$ cat src/rtl/pmu_acc_pkg.sv
package pmu_acc_pkg;

   typedef enum logic [1:0] {
      FLT_NONE    = 2'b00,
      FLT_UNAVAIL = 2'b01,
      FLT_ILLEGAL = 2'b10
   } fault_e;

   typedef enum logic [1:0] {
      RK_NONE = 2'b00,
      RK_MAIN = 2'b01,
      RK_SEC  = 2'b10,
      RK_CNT  = 2'b11
   } reg_kind_e;

   // One set bit every STRIDE positions, NBITS of them, starting at bit 0.
   function automatic logic [63:0] stride_mask(input int nbits, input int stride);
      logic [63:0] m;
      m = '0;
      for (int k = 0; k < nbits; k++) begin
         if (k * stride < 64) m[k*stride] = 1'b1;
      end
      return m;
   endfunction

endpackage

$ cat src/rtl/pmu_acc_decode.sv
module pmu_acc_decode
   import pmu_acc_pkg::*;
#(
   parameter int IDX_W         = 6,
   parameter int NUM_CNT       = 6,
   parameter int MAIN_IDX      = 0,
   parameter int SEC_IDX       = 1,
   parameter int PRIV_CNT_BASE = 33,
   parameter int USER_CNT_OFS  = 16,
   localparam int CSEL_W       = $clog2(NUM_CNT)
)(
   input  logic [IDX_W-1:0]   idx,
   input  logic               user,
   output reg_kind_e          kind,
   output logic [NUM_CNT-1:0] cnt_hit,
   output logic [CSEL_W-1:0]  cnt_sel
);

   localparam int USER_CNT_BASE = PRIV_CNT_BASE - USER_CNT_OFS;

   for (genvar k = 0; k < NUM_CNT; k++) begin : g_win
      localparam logic [IDX_W-1:0] P_IDX = IDX_W'(PRIV_CNT_BASE + k);
      localparam logic [IDX_W-1:0] U_IDX = IDX_W'(USER_CNT_BASE + k);
      assign cnt_hit[k] = user ? (idx == U_IDX) : (idx == P_IDX);
   end

   always_comb begin
      cnt_sel = '0;
      for (int k = 0; k < NUM_CNT; k++) begin
         if (cnt_hit[k]) cnt_sel = CSEL_W'(k);
      end
   end

   always_comb begin
      if (idx == IDX_W'(MAIN_IDX))     kind = RK_MAIN;
      else if (idx == IDX_W'(SEC_IDX)) kind = RK_SEC;
      else if (|cnt_hit)               kind = RK_CNT;
      else                             kind = RK_NONE;
   end

endmodule

$ cat src/rtl/pmu_acc_policy.sv
module pmu_acc_policy
   import pmu_acc_pkg::*;
#(
   parameter int NUM_CNT  = 6,
   parameter int NUM_EXCL = 2,
   localparam int CSEL_W  = $clog2(NUM_CNT)
)(
   input  logic              rd,
   input  logic              wr,
   input  logic              user,
   input  reg_kind_e         kind,
   input  logic [CSEL_W-1:0] cnt_sel,
   input  logic [1:0]        acc_field,
   output logic              grant_rd,
   output logic              grant_wr,
   output fault_e            fault
);

   logic excl_hit;
   logic ok;

   if (NUM_EXCL == 0) begin : g_no_excl
      assign excl_hit = 1'b0;
   end else begin : g_excl
      localparam int FIRST_EXCL = NUM_CNT - NUM_EXCL;
      assign excl_hit = (kind == RK_CNT) && (int'(cnt_sel) >= FIRST_EXCL);
   end

   always_comb begin
      ok    = 1'b0;
      fault = FLT_NONE;
      if ((rd || wr) && kind != RK_NONE) begin
         if (!user) begin
            ok = 1'b1;
         end else if (excl_hit && acc_field == 2'b11) begin
            fault = FLT_UNAVAIL;
         end else if (wr) begin
            if (acc_field[1])      ok    = 1'b1;
            else if (acc_field[0]) fault = FLT_UNAVAIL;
            else                   fault = FLT_ILLEGAL;
         end else begin
            if (acc_field == 2'b01) fault = FLT_UNAVAIL;
            else                    ok    = 1'b1;
         end
      end
   end

   assign grant_wr = ok && wr;
   assign grant_rd = ok && rd && !wr;

endmodule

$ cat src/rtl/pmu_acc_store.sv
module pmu_acc_store #(
   parameter int DATA_W                 = 64,
   parameter int NUM_CNT                = 6,
   parameter logic [DATA_W-1:0] MAIN_UMASK = '0,
   parameter logic [DATA_W-1:0] SEC_UMASK  = '0
)(
   input  logic                            clk,
   input  logic                            rst_n,
   input  logic                            user,
   input  logic [DATA_W-1:0]               wdata,
   input  logic                            we_main,
   input  logic                            we_sec,
   input  logic [NUM_CNT-1:0]              we_cnt,
   output logic [DATA_W-1:0]               main_q,
   output logic [DATA_W-1:0]               sec_q,
   output logic [NUM_CNT-1:0][DATA_W-1:0]  cnt_q
);

   function automatic logic [DATA_W-1:0] merge(input logic [DATA_W-1:0] old_v,
                                               input logic [DATA_W-1:0] new_v,
                                               input logic [DATA_W-1:0] msk);
      return (old_v & ~msk) | (new_v & msk);
   endfunction

   logic [DATA_W-1:0] main_d, sec_d;

   assign main_d = user ? merge(main_q, wdata, MAIN_UMASK) : wdata;
   assign sec_d  = user ? merge(sec_q,  wdata, SEC_UMASK)  : wdata;

   always_ff @(posedge clk) begin
      if (!rst_n)       main_q <= '0;
      else if (we_main) main_q <= main_d;
   end

   always_ff @(posedge clk) begin
      if (!rst_n)      sec_q <= '0;
      else if (we_sec) sec_q <= sec_d;
   end

   for (genvar k = 0; k < NUM_CNT; k++) begin : g_cnt
      always_ff @(posedge clk) begin
         if (!rst_n)         cnt_q[k] <= '0;
         else if (we_cnt[k]) cnt_q[k] <= wdata;
      end
   end

endmodule

$ cat src/rtl/pmu_acc_rdpath.sv
module pmu_acc_rdpath
   import pmu_acc_pkg::*;
#(
   parameter int DATA_W                 = 64,
   parameter int NUM_CNT                = 6,
   parameter logic [DATA_W-1:0] MAIN_UMASK = '0,
   parameter logic [DATA_W-1:0] SEC_UMASK  = '0,
   localparam int CSEL_W                = $clog2(NUM_CNT)
)(
   input  logic                           clk,
   input  logic                           rst_n,
   input  logic                           grant_rd,
   input  logic                           user,
   input  reg_kind_e                      kind,
   input  logic [CSEL_W-1:0]              cnt_sel,
   input  fault_e                         fault,
   input  logic [DATA_W-1:0]              main_q,
   input  logic [DATA_W-1:0]              sec_q,
   input  logic [NUM_CNT-1:0][DATA_W-1:0] cnt_q,
   output logic [DATA_W-1:0]              rdata,
   output logic [1:0]                     fault_code
);

   logic [DATA_W-1:0] main_vis, sec_vis, sel_v;

   assign main_vis = user ? (main_q & MAIN_UMASK) : main_q;
   assign sec_vis  = user ? (sec_q  & SEC_UMASK)  : sec_q;

   always_comb begin
      unique case (kind)
         RK_MAIN: sel_v = main_vis;
         RK_SEC:  sel_v = sec_vis;
         RK_CNT:  sel_v = cnt_q[cnt_sel];
         default: sel_v = '0;
      endcase
   end

   always_ff @(posedge clk) begin
      if (!rst_n) begin
         rdata      <= '0;
         fault_code <= FLT_NONE;
      end else begin
         rdata      <= grant_rd ? sel_v : '0;
         fault_code <= fault;
      end
   end

endmodule

$ cat src/rtl/pmu_access_regfile.sv
module pmu_access_regfile
   import pmu_acc_pkg::*;
#(
   parameter int DATA_W        = 64,
   parameter int IDX_W         = 6,
   parameter int NUM_CNT       = 6,
   parameter int NUM_EXCL      = 2,
   parameter int MAIN_IDX      = 0,
   parameter int SEC_IDX       = 1,
   parameter int PRIV_CNT_BASE = 33,
   parameter int USER_CNT_OFS  = 16,
   parameter int ACC_LSB       = 18,
   parameter int SEC_STRIDE    = 8,
   parameter logic [DATA_W-1:0] MAIN_UMASK = DATA_W'(64'h0000_0000_8400_0080),
   parameter logic [DATA_W-1:0] SEC_UMASK  = DATA_W'(stride_mask(NUM_CNT, SEC_STRIDE))
)(
   input  logic              clk,
   input  logic              rst_n,
   input  logic              req_rd,
   input  logic              req_wr,
   input  logic [IDX_W-1:0]  req_idx,
   input  logic [DATA_W-1:0] req_wdata,
   input  logic              req_user,
   output logic [DATA_W-1:0] rsp_rdata,
   output logic [1:0]        rsp_fault
);

   localparam int CSEL_W = $clog2(NUM_CNT);

   if (NUM_CNT < 2)                                begin : g_chk_cnt   $error("NUM_CNT must be at least 2");          end
   if (NUM_EXCL > NUM_CNT)                         begin : g_chk_excl  $error("NUM_EXCL exceeds NUM_CNT");            end
   if (ACC_LSB + 2 > DATA_W)                       begin : g_chk_acc   $error("access field outside the word");       end
   if (PRIV_CNT_BASE < USER_CNT_OFS)               begin : g_chk_ofs   $error("user counter window below index 0");   end
   if (PRIV_CNT_BASE + NUM_CNT > (1 << IDX_W))     begin : g_chk_idx   $error("counter window exceeds index range");  end
   if (MAIN_UMASK[ACC_LSB +: 2] != 2'b00)          begin : g_chk_mask  $error("user mask must not expose the field"); end

   reg_kind_e           kind;
   logic [NUM_CNT-1:0]  cnt_hit;
   logic [CSEL_W-1:0]   cnt_sel;
   logic                grant_rd, grant_wr;
   fault_e              fault;
   logic [DATA_W-1:0]   main_q, sec_q;
   logic [NUM_CNT-1:0][DATA_W-1:0] cnt_q;

   pmu_acc_decode #(
      .IDX_W(IDX_W), .NUM_CNT(NUM_CNT), .MAIN_IDX(MAIN_IDX), .SEC_IDX(SEC_IDX),
      .PRIV_CNT_BASE(PRIV_CNT_BASE), .USER_CNT_OFS(USER_CNT_OFS)
   ) u_dec (
      .idx(req_idx), .user(req_user), .kind(kind), .cnt_hit(cnt_hit), .cnt_sel(cnt_sel)
   );

   pmu_acc_policy #(.NUM_CNT(NUM_CNT), .NUM_EXCL(NUM_EXCL)) u_pol (
      .rd(req_rd), .wr(req_wr), .user(req_user), .kind(kind), .cnt_sel(cnt_sel),
      .acc_field(main_q[ACC_LSB +: 2]),
      .grant_rd(grant_rd), .grant_wr(grant_wr), .fault(fault)
   );

   pmu_acc_store #(
      .DATA_W(DATA_W), .NUM_CNT(NUM_CNT), .MAIN_UMASK(MAIN_UMASK), .SEC_UMASK(SEC_UMASK)
   ) u_store (
      .clk(clk), .rst_n(rst_n), .user(req_user), .wdata(req_wdata),
      .we_main(grant_wr && kind == RK_MAIN),
      .we_sec(grant_wr && kind == RK_SEC),
      .we_cnt(cnt_hit & {NUM_CNT{grant_wr}}),
      .main_q(main_q), .sec_q(sec_q), .cnt_q(cnt_q)
   );

   pmu_acc_rdpath #(
      .DATA_W(DATA_W), .NUM_CNT(NUM_CNT), .MAIN_UMASK(MAIN_UMASK), .SEC_UMASK(SEC_UMASK)
   ) u_rd (
      .clk(clk), .rst_n(rst_n), .grant_rd(grant_rd), .user(req_user), .kind(kind),
      .cnt_sel(cnt_sel), .fault(fault), .main_q(main_q), .sec_q(sec_q), .cnt_q(cnt_q),
      .rdata(rsp_rdata), .fault_code(rsp_fault)
   );

endmodule

$ cat config.mk
export PLATFORM = sky130hd
export DESIGN_NAME = pmu_access_regfile
export DESIGN_NICKNAME = d
export VERILOG_FILES = /design/src/rtl/pmu_acc_pkg.sv /design/src/rtl/pmu_acc_decode.sv /design/src/rtl/pmu_acc_policy.sv /design/src/rtl/pmu_acc_store.sv /design/src/rtl/pmu_acc_rdpath.sv /design/src/rtl/pmu_access_regfile.sv
export SDC_FILE = /design/constraint.sdc
export NUM_CORES = 1
export LEC_CHECK = 0
export BUFFER_PORTS_ARGS = -buffer_cell sky130_fd_sc_hd__buf_2
export CAP_MARGIN = 20
export CORE_MARGIN = 5
export CORE_UTILIZATION = 40
export CTS_BUF_LIST = sky130_fd_sc_hd__clkbuf_16
export CTS_CLUSTER_DIAMETER = 40
export DETAILED_ROUTE_END_ITERATION = 12
export RECOVER_POWER = 25
export SETUP_SLACK_MARGIN = 0.05
export SLEW_MARGIN = 15
export SYNTH_ARGS = -nofsm -noshare
export SYNTH_HDL_FRONTEND = slang
export SYNTH_SLANG_ARGS = --single-unit
$ cat constraint.sdc
create_clock -name clk -period 6.66 [get_ports clk]
set_input_delay 1.665 -clock clk [delete_from_list [all_inputs] [get_ports clk]]
set_output_delay 1.665 -clock clk [all_outputs]
set_load 0.005 [all_outputs]
* Yosys cells after proc, flatten, opt, wreduce, memory -nomap -nowiden
Cells that the tools add are included.
** Cells by class
- Reduce and logical (&&, ||, !) cells :: 16
- Eq/ne operators :: 18
- Mux-type cells :: 32
- Order comparisons :: 2
- Bitwise gates (word level) :: 6
** Operators by type and width (number)
- two-way mux 64 bit :: 5
- binary-select mux 64 bit (select 3 bit) :: 1
- one-hot mux 64 bit (3 select lines) :: 1
- OR 64 x 32 -> 64 bit :: 1
- OR 64 x 41 -> 64 bit :: 1
- equality test 6 x 5 -> 1 bit, second input constant :: 6
- equality test 6 bit, second input constant :: 6
- two-way mux 2 bit :: 8
- two-way mux 1 bit :: 15
- logical AND 1 bit :: 8
- AND 6 bit :: 1
- equality test 2 bit, second input constant :: 3
- equality test 6 x 1 -> 1 bit, second input constant :: 1
- zero test 6 bit :: 1
- two-way mux 3 bit :: 2
- OR reduction 6 bit :: 1
- equality test 2 x 1 -> 1 bit, second input constant :: 2
- less-than comparator 3 x 4 -> 1 bit, second input constant :: 1
- OR reduction 4 bit :: 1
- >= comparator 3 bit, second input constant :: 1
- NOT 1 bit :: 3
- AND reduction 3 bit :: 1
- AND reduction 2 bit :: 1
- nonzero test 2 bit :: 1
- other kinds (2) :: 2
** Storage, ports and cells
- Output and inout bits :: 66
- Bits in registers :: 578
- Logic and storage cells :: 85
- Input bits :: 75

* Depth between registers and ports, before layout
Gate-level depths: netlist of run 1.
- Depth after elaboration :: 16
- Gate-level depth with buffers :: 10
- Gate-level depth less buffers :: 5

* Cells and area by module
A second synthesis of run 1 with hierarchy kept.
** Unflattened totals
- Cell total of the unflattened synthesis :: 2535
- Area, all modules :: 27178.6 um2
** By module, submodules not included
- pmu_acc_store :: area each 19404.9 um2, cells an instance 1733, instances 1, seq. area each 10249.8 um2
- pmu_acc_rdpath :: area each 7398.3 um2, cells an instance 746, instances 1, seq. area each 1321.3 um2
- pmu_acc_decode :: area each 234.0 um2, cells an instance 36, instances 1, seq. area each 0.0 um2
- pmu_acc_policy :: area each 78.8 um2, cells an instance 12, instances 1, seq. area each 0.0 um2
- pmu_access_regfile :: area each 62.6 um2, cells an instance 8, instances 1, seq. area each 0.0 um2

* Worst setup path before layout of run 1
No wires, ideal clock.
- Kind :: input to register
- Start :: in req_user
- End :: reg u_rd.rdata[36]
- Buffers on the path :: 3
- Data arrival time :: 3.348 ns
- Slack :: 3.194 ns
- Stages on the path :: 8
- Library setup time :: 0.117 ns
- Cells stage by stage :: buf_2 > nor4b_4 > o22a_1 > nor2b_1 > buf_2 > buf_2 > a31oi_1 > a32o_1
** On the way
- Cells in the longest elaborated chain, start to end :: 15
** RTL lines
- start: declaration :: RTL line pmu_access_regfile.sv:23 : input logic req_user,
- two-way mux 1 bit :: RTL line pmu_acc_decode.sv:24 : assign cnt_hit[k] = user ? (idx == U_IDX) : (idx == P_IDX);
- two-way mux 1 bit :: RTL line pmu_acc_decode.sv:30 : if (cnt_hit[k]) cnt_sel = CSEL_W'(k);
- two-way mux 2 bit (2 in a row) :: RTL line pmu_acc_decode.sv:30
- two-way mux 3 bit (2 in a row) :: RTL line pmu_acc_decode.sv:30
- >= comparator 3 bit :: RTL line pmu_acc_policy.sv:26 : assign excl_hit = (kind == RK_CNT) && (int'(cnt_sel) >= FIRST_EXCL);
- logical AND 1 bit :: RTL line pmu_acc_policy.sv:26
- logical AND 1 bit :: RTL line pmu_acc_policy.sv:35 : end else if (excl_hit && acc_field == 2'b11) begin
- two-way mux 1 bit :: RTL line pmu_acc_policy.sv:35
- two-way mux 1 bit :: RTL line pmu_acc_policy.sv:33 : if (!user) begin
- two-way mux 1 bit :: RTL line pmu_acc_policy.sv:32 : if ((rd || wr) && kind != RK_NONE) begin
- logical AND 1 bit (2 in a row) :: RTL line pmu_acc_policy.sv:49 : assign grant_rd = ok && rd && !wr;
- AND reduction 2 bit (no source line)
- end signal: assignment :: RTL line pmu_acc_rdpath.sv:43 : rdata <= grant_rd ? sel_v : '0;
- end: declaration :: RTL line pmu_acc_rdpath.sv:20 : output logic [DATA_W-1:0] rdata,
Several ways; a longest one is shown, not always the timed one. The select of a mux whose other input is x is not followed.
A chain may end at the register's enable or synchronous reset.

* Worst setup path in the final report of run 1
- Start :: in req_idx[2]
- End :: reg u_store.cnt_q[28] (netlist bit)
** On the way
- Cells in the longest elaborated chain, start to end :: 15
** RTL lines
- start: declaration :: RTL line pmu_access_regfile.sv:21 : input logic [IDX_W-1:0] req_idx,
- equality test 6 bit / equality test 6 x 5 -> 1 bit (equally long branches) :: RTL line pmu_acc_decode.sv:24
- two-way mux 1 bit :: RTL line pmu_acc_decode.sv:24
- two-way mux 1 bit :: RTL line pmu_acc_decode.sv:30
- two-way mux 2 bit (2 in a row) :: RTL line pmu_acc_decode.sv:30
- two-way mux 3 bit (2 in a row) :: RTL line pmu_acc_decode.sv:30
- >= comparator 3 bit :: RTL line pmu_acc_policy.sv:26
- logical AND 1 bit :: RTL line pmu_acc_policy.sv:26
- logical AND 1 bit :: RTL line pmu_acc_policy.sv:35
- two-way mux 1 bit :: RTL line pmu_acc_policy.sv:35
- two-way mux 1 bit :: RTL line pmu_acc_policy.sv:33
- two-way mux 1 bit :: RTL line pmu_acc_policy.sv:32
- logical AND 1 bit :: RTL line pmu_acc_policy.sv:48 : assign grant_wr = ok && wr;
- AND 6 bit * :: RTL line pmu_access_regfile.sv:64 : .we_cnt(cnt_hit & {NUM_CNT{grant_wr}}),
- end signal: indexed assignment :: RTL line pmu_acc_store.sv:43 : else if (we_cnt[k]) cnt_q[k] <= wdata;
- end: declaration :: RTL line pmu_acc_store.sv:16 : output logic [NUM_CNT-1:0][DATA_W-1:0] cnt_q
Every way passes the cells marked *; elsewhere a longest branch is shown, timed or not.

==> reports/results.txt, run 1 <==
Register area share after synthesis -> 50.6%
Crit Path Max Fanout -> 74
Gpl congestion -> 0.789
Top post-synthesis cells by area -> dfxtp_1 (51%), nand2_1 (16%), a21oi_1 (7.8%)
Die Width -> 249 µm
Post-CTS Setup Bufs -> 0
Via-to-Cell Ratio -> 5.66
Post-synthesis mux area share -> 0.394%
Synth Warn # -> 0
Syn_area_per_cell -> 7.87 µm²
Total CTS buffers -> 85
First-pass GRT wire length -> 119,000 µm
Power Total -> 8200 µW
CTS tree -> done
Period Utilization, post-route -> 79.3%
H-Tree Depth -> 3
Largest net degree at the start of global routing -> 114
Hold_buf cts -> 0
Full die area -> 0.0620 mm²
Crit path DAT -> 5820 ps
GRT Residual Overflow -> 0
DRT Wirelength -> 77,500 µm
CTS root buffer -> clkbuf_16
Layout cells sized above 1 -> 10.1%
Initial DRC count -> 2,338
Crit start category -> input pin
Post-Synth Simple-Gate Area -> 22.4%
Drt pass-1 iters -> 9
Layout area overhead -> 17.1%
Max Buffers Root-to-Sink -> 3
Netlist cell types -> 55
Post-synth top cells -> nand2_1 (971), dfxtp_1 (578), a21oi_1 (358), clkbuf_1 (187), o21ai_0 (152)
Starting Density -> 40.5%
RSZ-0062 raised after global routing -> no
CP required -> 7200 ps
Run status -> complete, but fails checks
Antenna Nets Post-Route -> 0
Slew Limit Fails -> 200
Most used DFF post-synth -> dfxtp_1
Clock latency at the later pin of the worst-skew pair -> 630 ps
Slowest-stage cell, CP -> or4_1
Post-synthesis instance area -> 0.0229 mm²
Adder-Cell Fraction of Synth Area -> 0%
Initial antenna violation count -> 5
Slew headroom -> -75.6%
Post-cts resize count -> 0
Vias in the first global route -> 20,079
CP Capture Type -> register
Final setup vio count -> 0
Tightest Hold Check Type -> reg -> reg
Largest family of logic cells by synthesized area -> simple AND/OR/NAND/NOR gates
Setup CP Type -> in -> reg
Core outline area -> 0.0565 mm²
Aggregate global-route resource usage -> 23.8%
Final setup TNS -> 0 ps
Syn Inst Count -> 2,905
Register bit total from synthesis -> 578
Post-Syn Nets -> 2,980
Yosys top cell area share -> 50.6%
Clk pin slew, worst setup/hold paths -> 60 ps
Final number of hold-violating endpoints -> 0
Failing checks -> max-capacitance violations, max-slew violations
Nets -> 2,993
I/O Buffers -> 140
Most common cell in the netlist -> nand2_1
Worst-margin pin slew -> 2630 ps
Residual DRC -> 0
HPWL Detailed -> 42,700 µm
WL/cell -> 20.7 µm
Final Util -> 47.4%
EDFF count, synth -> 0
Vias -> 21,220
Asr flop ratio synth -> 0%
Num rows -> 87
Chip height -> 249 µm
Post-synthesis compound-gate area fraction -> 22.0%
Maximum vdd drop -> 0.179 mV
Final clock skew -> 21.9 ps
Min cycle time layout -> 5280 ps
Crit-path cells -> clkbuf_1 -> nand4bb_1 -> o311ai_0 -> clkbuf_2 -> or4_1 -> buf_4 -> nand3_1 -> o21ai_0
LEAKAGE -> 0.00898 µW
Power per Cell Area -> 306 mW/mm²
Slowest stage delay, CP -> 1890 ps
I/O pin total -> 141
TritonCTS Sinks -> 578
MaxCap Viol Count -> 4
Fmax -> 189 MHz
Largest area contributor in the netlist -> dfxtp_1
Post-Synth XOR/XNOR Area -> 0.0383%
[registers in the layout, indices dropped and copies added, names as in the netlist]
| register | flops |
|---|---|
| u_store.cnt_q | 384 |
| u_rd.rdata | 64 |
| u_store.main_q | 64 |
| u_store.sec_q | 64 |
| u_rd.fault_code | 2 |
[area by class of cell]
type | instances | area, µm²
Fill cell | 5304 | 29700
Sequential cell | 578 | 11600
Multi-Input combinational cell | 2065 | 10400
Clock buffer | 87 | 2180
Timing Repair Buffer | 184 | 1030
Tap cell | 756 | 946
Clock inverter | 68 | 659
Inverter | 4 | 22.5
Antenna cell | 4 | 10.0
[power by group]
group	internal, µW	leakage [µW]	switching, µW
logic	58.3	0.00293	220
registers	3470	0.00465	3.66
clock network	2700	0.00139	1750
[critical path, delay by kind of cell]
family	cells	cell delay, ps
buffers and inverters	3	1380
AND/OR/NAND/NOR	3	2270
AO/OA/AOI/OAI	2	480
[metrics by stage]
| step | std cells | hold WS [ps] | setup slack (ps) | area, µm² |
|---|---|---|---|---|
| finish | 3746 | 446 | 1380 | 26800 |
| global route | 3744 | 462 | 1080 | 26800 |
| CTS | 3738 | 449 | 2380 | 26800 |
| detailed placement | 3583 | 442 | 1730 | 24000 |
| global placement | 3582 | 437 | 1810 | 23900 |
| floorplan | 2905 | 431 | 3190 | 22900 |
[logic make-up (layout without fill, tap and decap cells)]
group           count (synthesis)  in the layout
compound gates                819            819
xor+xnor                        1              1
buf+inv                       262            343
flops                         578            578
mux                             9              9
other cells                     0              4
simple gates                 1236           1236
[cell usage in the layout (no fill, tap or decap), types with 3 or more instances in the layout]
| master | n |
|---|---|
| a22oi_1 | 70 |
| buf_2 | 89 |
| clkbuf_16 | 87 |
| a22o_1 | 56 |
| clkinv_4 | 7 |
| o2bb2ai_1 | 31 |
| clkinvlp_4 | 12 |
| o22ai_1 | 7 |
| nor2_1 | 21 |
| inv_6 | 13 |
| a31oi_1 | 65 |
| diode_2 | 4 |
| nand3_1 | 149 |
| and2_2 | 3 |
| bufinv_16 | 7 |
| a21oi_1 | 358 |
| a221oi_1 | 32 |
| clkbuf_1 | 50 |
| a222oi_1 | 26 |
| mux2i_1 | 9 |
| dfxtp_1 | 578 |
| o21ai_0 | 152 |
| nand2b_1 | 60 |
| and2_0 | 3 |
| clkinv_2 | 5 |
| inv_1 | 11 |
| inv_8 | 8 |
| buf_12 | 3 |
| nand2_1 | 967 |
| clkinv_1 | 8 |
| buf_4 | 38 |
| a32o_1 | 7 |
| nand2_2 | 4 |
[per-layer routing]
layer	vias to the layer above	wire length [µm]	global-route usage, %
li1	10033	-	-
met1	10096	33800	33.3
met2	956	34600	36.5
met3	133	7370	5.29
met4	2	1730	8.00
met5	-	17	0
[final timing paths]
kind                              to               start  slack, ps  cells past startpoint
setup / recovery   u_store.cnt_q[28]          req_idx[2]       1380                      8
hold / removal    u_store.cnt_q[135]  u_store.cnt_q[135]        450                      2
setup reg to reg  u_store.cnt_q[355]  u_store.main_q[19]       2690                      6
hold reg to reg   u_store.cnt_q[135]  u_store.cnt_q[135]        450                      2
Note: power is estimated with default switching activity, not from simulation.
==> run 2, diff against run 1 <==
ABC_AREA = 1   (was default)
clock period = 4.5 ns   (was 6.66 ns; I/O delays follow)
==> run 2 against run 1 <==
Compared with the run above:
- the run now ends clean
- setup slack lost 480 ps
- combinational power up 87%
- critical path depth grew 7
- highest routed layer is now met4
- clock power rose by 62%
- final cell count rose by 21%
- largest power group unchanged
- final area rose by 8.4%
- clock-buffer cell count increased by 12
- synthesized cell count is 26% higher
- sequential power increased by 48%
==> reports/results.txt, run 2 <==
Run status -> completed
Worst-margin pin slew -> 1220 ps
MaxCap Viol Count -> 0
CTS tree -> done
Tightest Hold Check Type -> reg -> reg
Post-synth top cells -> nor2_1 (975), nand2_1 (648), dfxtp_1 (578), o21ai_0 (397), nand3_1 (321)
Clock latency at the later pin of the worst-skew pair -> 630 ps
Hold path cells -> 2
Worst Slack Setup Final -> 898 ps
DRT Wirelength -> 80,100 µm
Slew Limit Fails -> 0
Crit path launch -> req_user
Largest area contributor in the netlist -> dfxtp_1
CP required -> 5010 ps
Power per Cell Area -> 443 mW/mm²
Placed cell area -> 0.0259 mm²
Register area share after synthesis -> 46.9%
WL/cell -> 17.6 µm
Crit path DAT -> 4110 ps
Commonest non-fill, non-tap cells in the layout -> nor2_1 (973), nand2_1 (643), dfxtp_1 (578)
Layout area overhead -> 17.7%
Post-CTS Setup Bufs -> 0
Most common cell in the netlist -> nor2_1
Full die area -> 0.0667 mm²
LEAKAGE -> 0.0116 µW
Final clock skew -> 16.7 ps
I/O pin total -> 141
Crit Path Max Fanout -> 19
Vias -> 23,069
Final setup vio count -> 0
Clk pin slew, worst setup/hold paths -> 50 ps
GRT Residual Overflow -> 0
Top post-synthesis cells by area -> dfxtp_1 (47%), nor2_1 (15%), nand2_1 (9.9%)
Most used DFF post-synth -> dfxtp_1
Post-synthesis instance area -> 0.0247 mm²
Maximum vdd drop -> 0.263 mV
Via-to-Cell Ratio -> 5.07
EDFF count, synth -> 0
Largest net degree at the start of global routing -> 253
Initial DRC count -> 1,804
Nets -> 3,745
Residual DRC -> 0
R2R depth -> 11
Vias in the first global route -> 21,936
Final setup TNS -> 0 ps
Min cycle time layout -> 3600 ps
Period Utilization, post-route -> 80.1%
Layout cells sized above 1 -> 8.64%
Netlist cell types -> 25
Post-cts resize count -> 0
First-pass GRT wire length -> 126,000 µm
Final number of hold-violating endpoints -> 0
Commonest non-fill, non-tap cell in the layout -> nor2_1
Drt pass-1 iters -> 5
Setup Slack @ Placement -> 622 ps
Max Buffers Root-to-Sink -> 3
Num rows -> 91
Total CTS buffers -> 96
Gpl congestion -> 0.758
Largest register by flop count -> u_store.cnt_q
Crit start category -> input pin
Antenna Nets Post-Route -> 0
Reg-to-Reg Start -> u_store.main_q[19]
Post-Syn Nets -> 3,733
Setup CP Type -> in -> reg
CTS root buffer -> clkbuf_16
Area of the multi-input gates -> 0.0110 mm²
TritonCTS Sinks -> 578
Die Width -> 258 µm
Sequential cell area -> 0.0116 mm²
Initial antenna violation count -> 8
Largest register FFs -> 384
Synth Warn # -> 0
Syn Inst Count -> 3,658
RSZ-0062 raised after global routing -> no
Syn_area_per_cell -> 6.74 µm²
HPWL Detailed -> 42,200 µm
Register bit total from synthesis -> 578
Yosys top cell area share -> 46.9%
Layout filler cell count -> 6,329
Final instance area -> 0.0290 mm²
Starting Density -> 40.2%
I/O Buffers -> 140
H-Tree Depth -> 3
Asr flop ratio synth -> 0%
Fmax -> 278 MHz
Hold path start -> u_store.cnt_q[343]
Hold_buf cts -> 0
Chip height -> 258 µm
Aggregate global-route resource usage -> 23.3%
CP Capture Type -> register
Slew headroom -> 18.9%
Core outline area -> 0.0614 mm²
Power Total -> 12,900 µW
run 2: cell types whose count changed after synthesis, sizes merged, moves of 31 or more:
cell     before  now
a221oi       32    0
nand2       971  649
inv           3  268
buf          71  111
o2bb2ai      31    0
a31oi        65    0
nand4         1   63
nand3       150  323
a22o         56    0
clkbuf      187  156
nand2b       60    0
nor2         22  976
a21oi       358   67
o21ai       152  397
run 2: cells by family (layout without fill, tap and decap cells):
kind of cell	after synthesis	after routing	synth area share, %
other	0	8	0
DFF	578	578	46.9
and+or+nand+nor	2015	2015	33.1
buffers and inverters	535	625	8.56
AOI/OAI and AO/OA	530	530	11.4
run 2: layout make-up:
cell class	count	area share [%]
flip-flops and latches	578	39.9
multi-input cells	2545	38.0
clock buffers	99	8.54
repair buffers	181	4.17
inverters	268	3.49
well taps	790	3.41
clock inverters	77	2.42
diodes	8	0.0690
run 2: routing by layer:
layer | share of wire (%) | track usage [%]
met3 | 6.3 | 4.47
met2 | 46 | 38.1
met4 | 2.0 | 6.43
met1 | 46 | 31.9
met5 | 0 | 0
run 2: through the flow:
stage,hold slack [ps],cells,util (%)
after CTS,481,4538,47.4
after global placement,462,4362,42.2
final,475,4546,47.3
after floorplan,455,3658,-
after detailed placement,470,4362,42.2
after global routing,492,4544,47.3
run 2: power by group:
group,switching (µW),total (µW),internal [µW]
clock,2670,7210,4530
sequential,3.56,5140,5130
combinational,388,519,130
run 2: path summary, 6_finish.rpt:
kind / to / slack [ps]
worst max-delay path: u_store.sec_q[7] / 900
worst max register to register: u_store.cnt_q[335] / 1810
worst min register to register: u_store.cnt_q[343] / 480
worst min-delay path: u_store.cnt_q[343] / 480
run 2: critical path, stage by stage:
cell,delay [ps]
clkbuf_1,310
clkinvlp_2,200
nand2_1,90
nand2_1,90
nand3_1,200
nand2_1,190
nor2_1,240
nand3_1,120
nand3_1,150
nor2_4,100
nand2_1,610
buf_4,400
inv_1,130
nor2_1,100
nor2_1,50
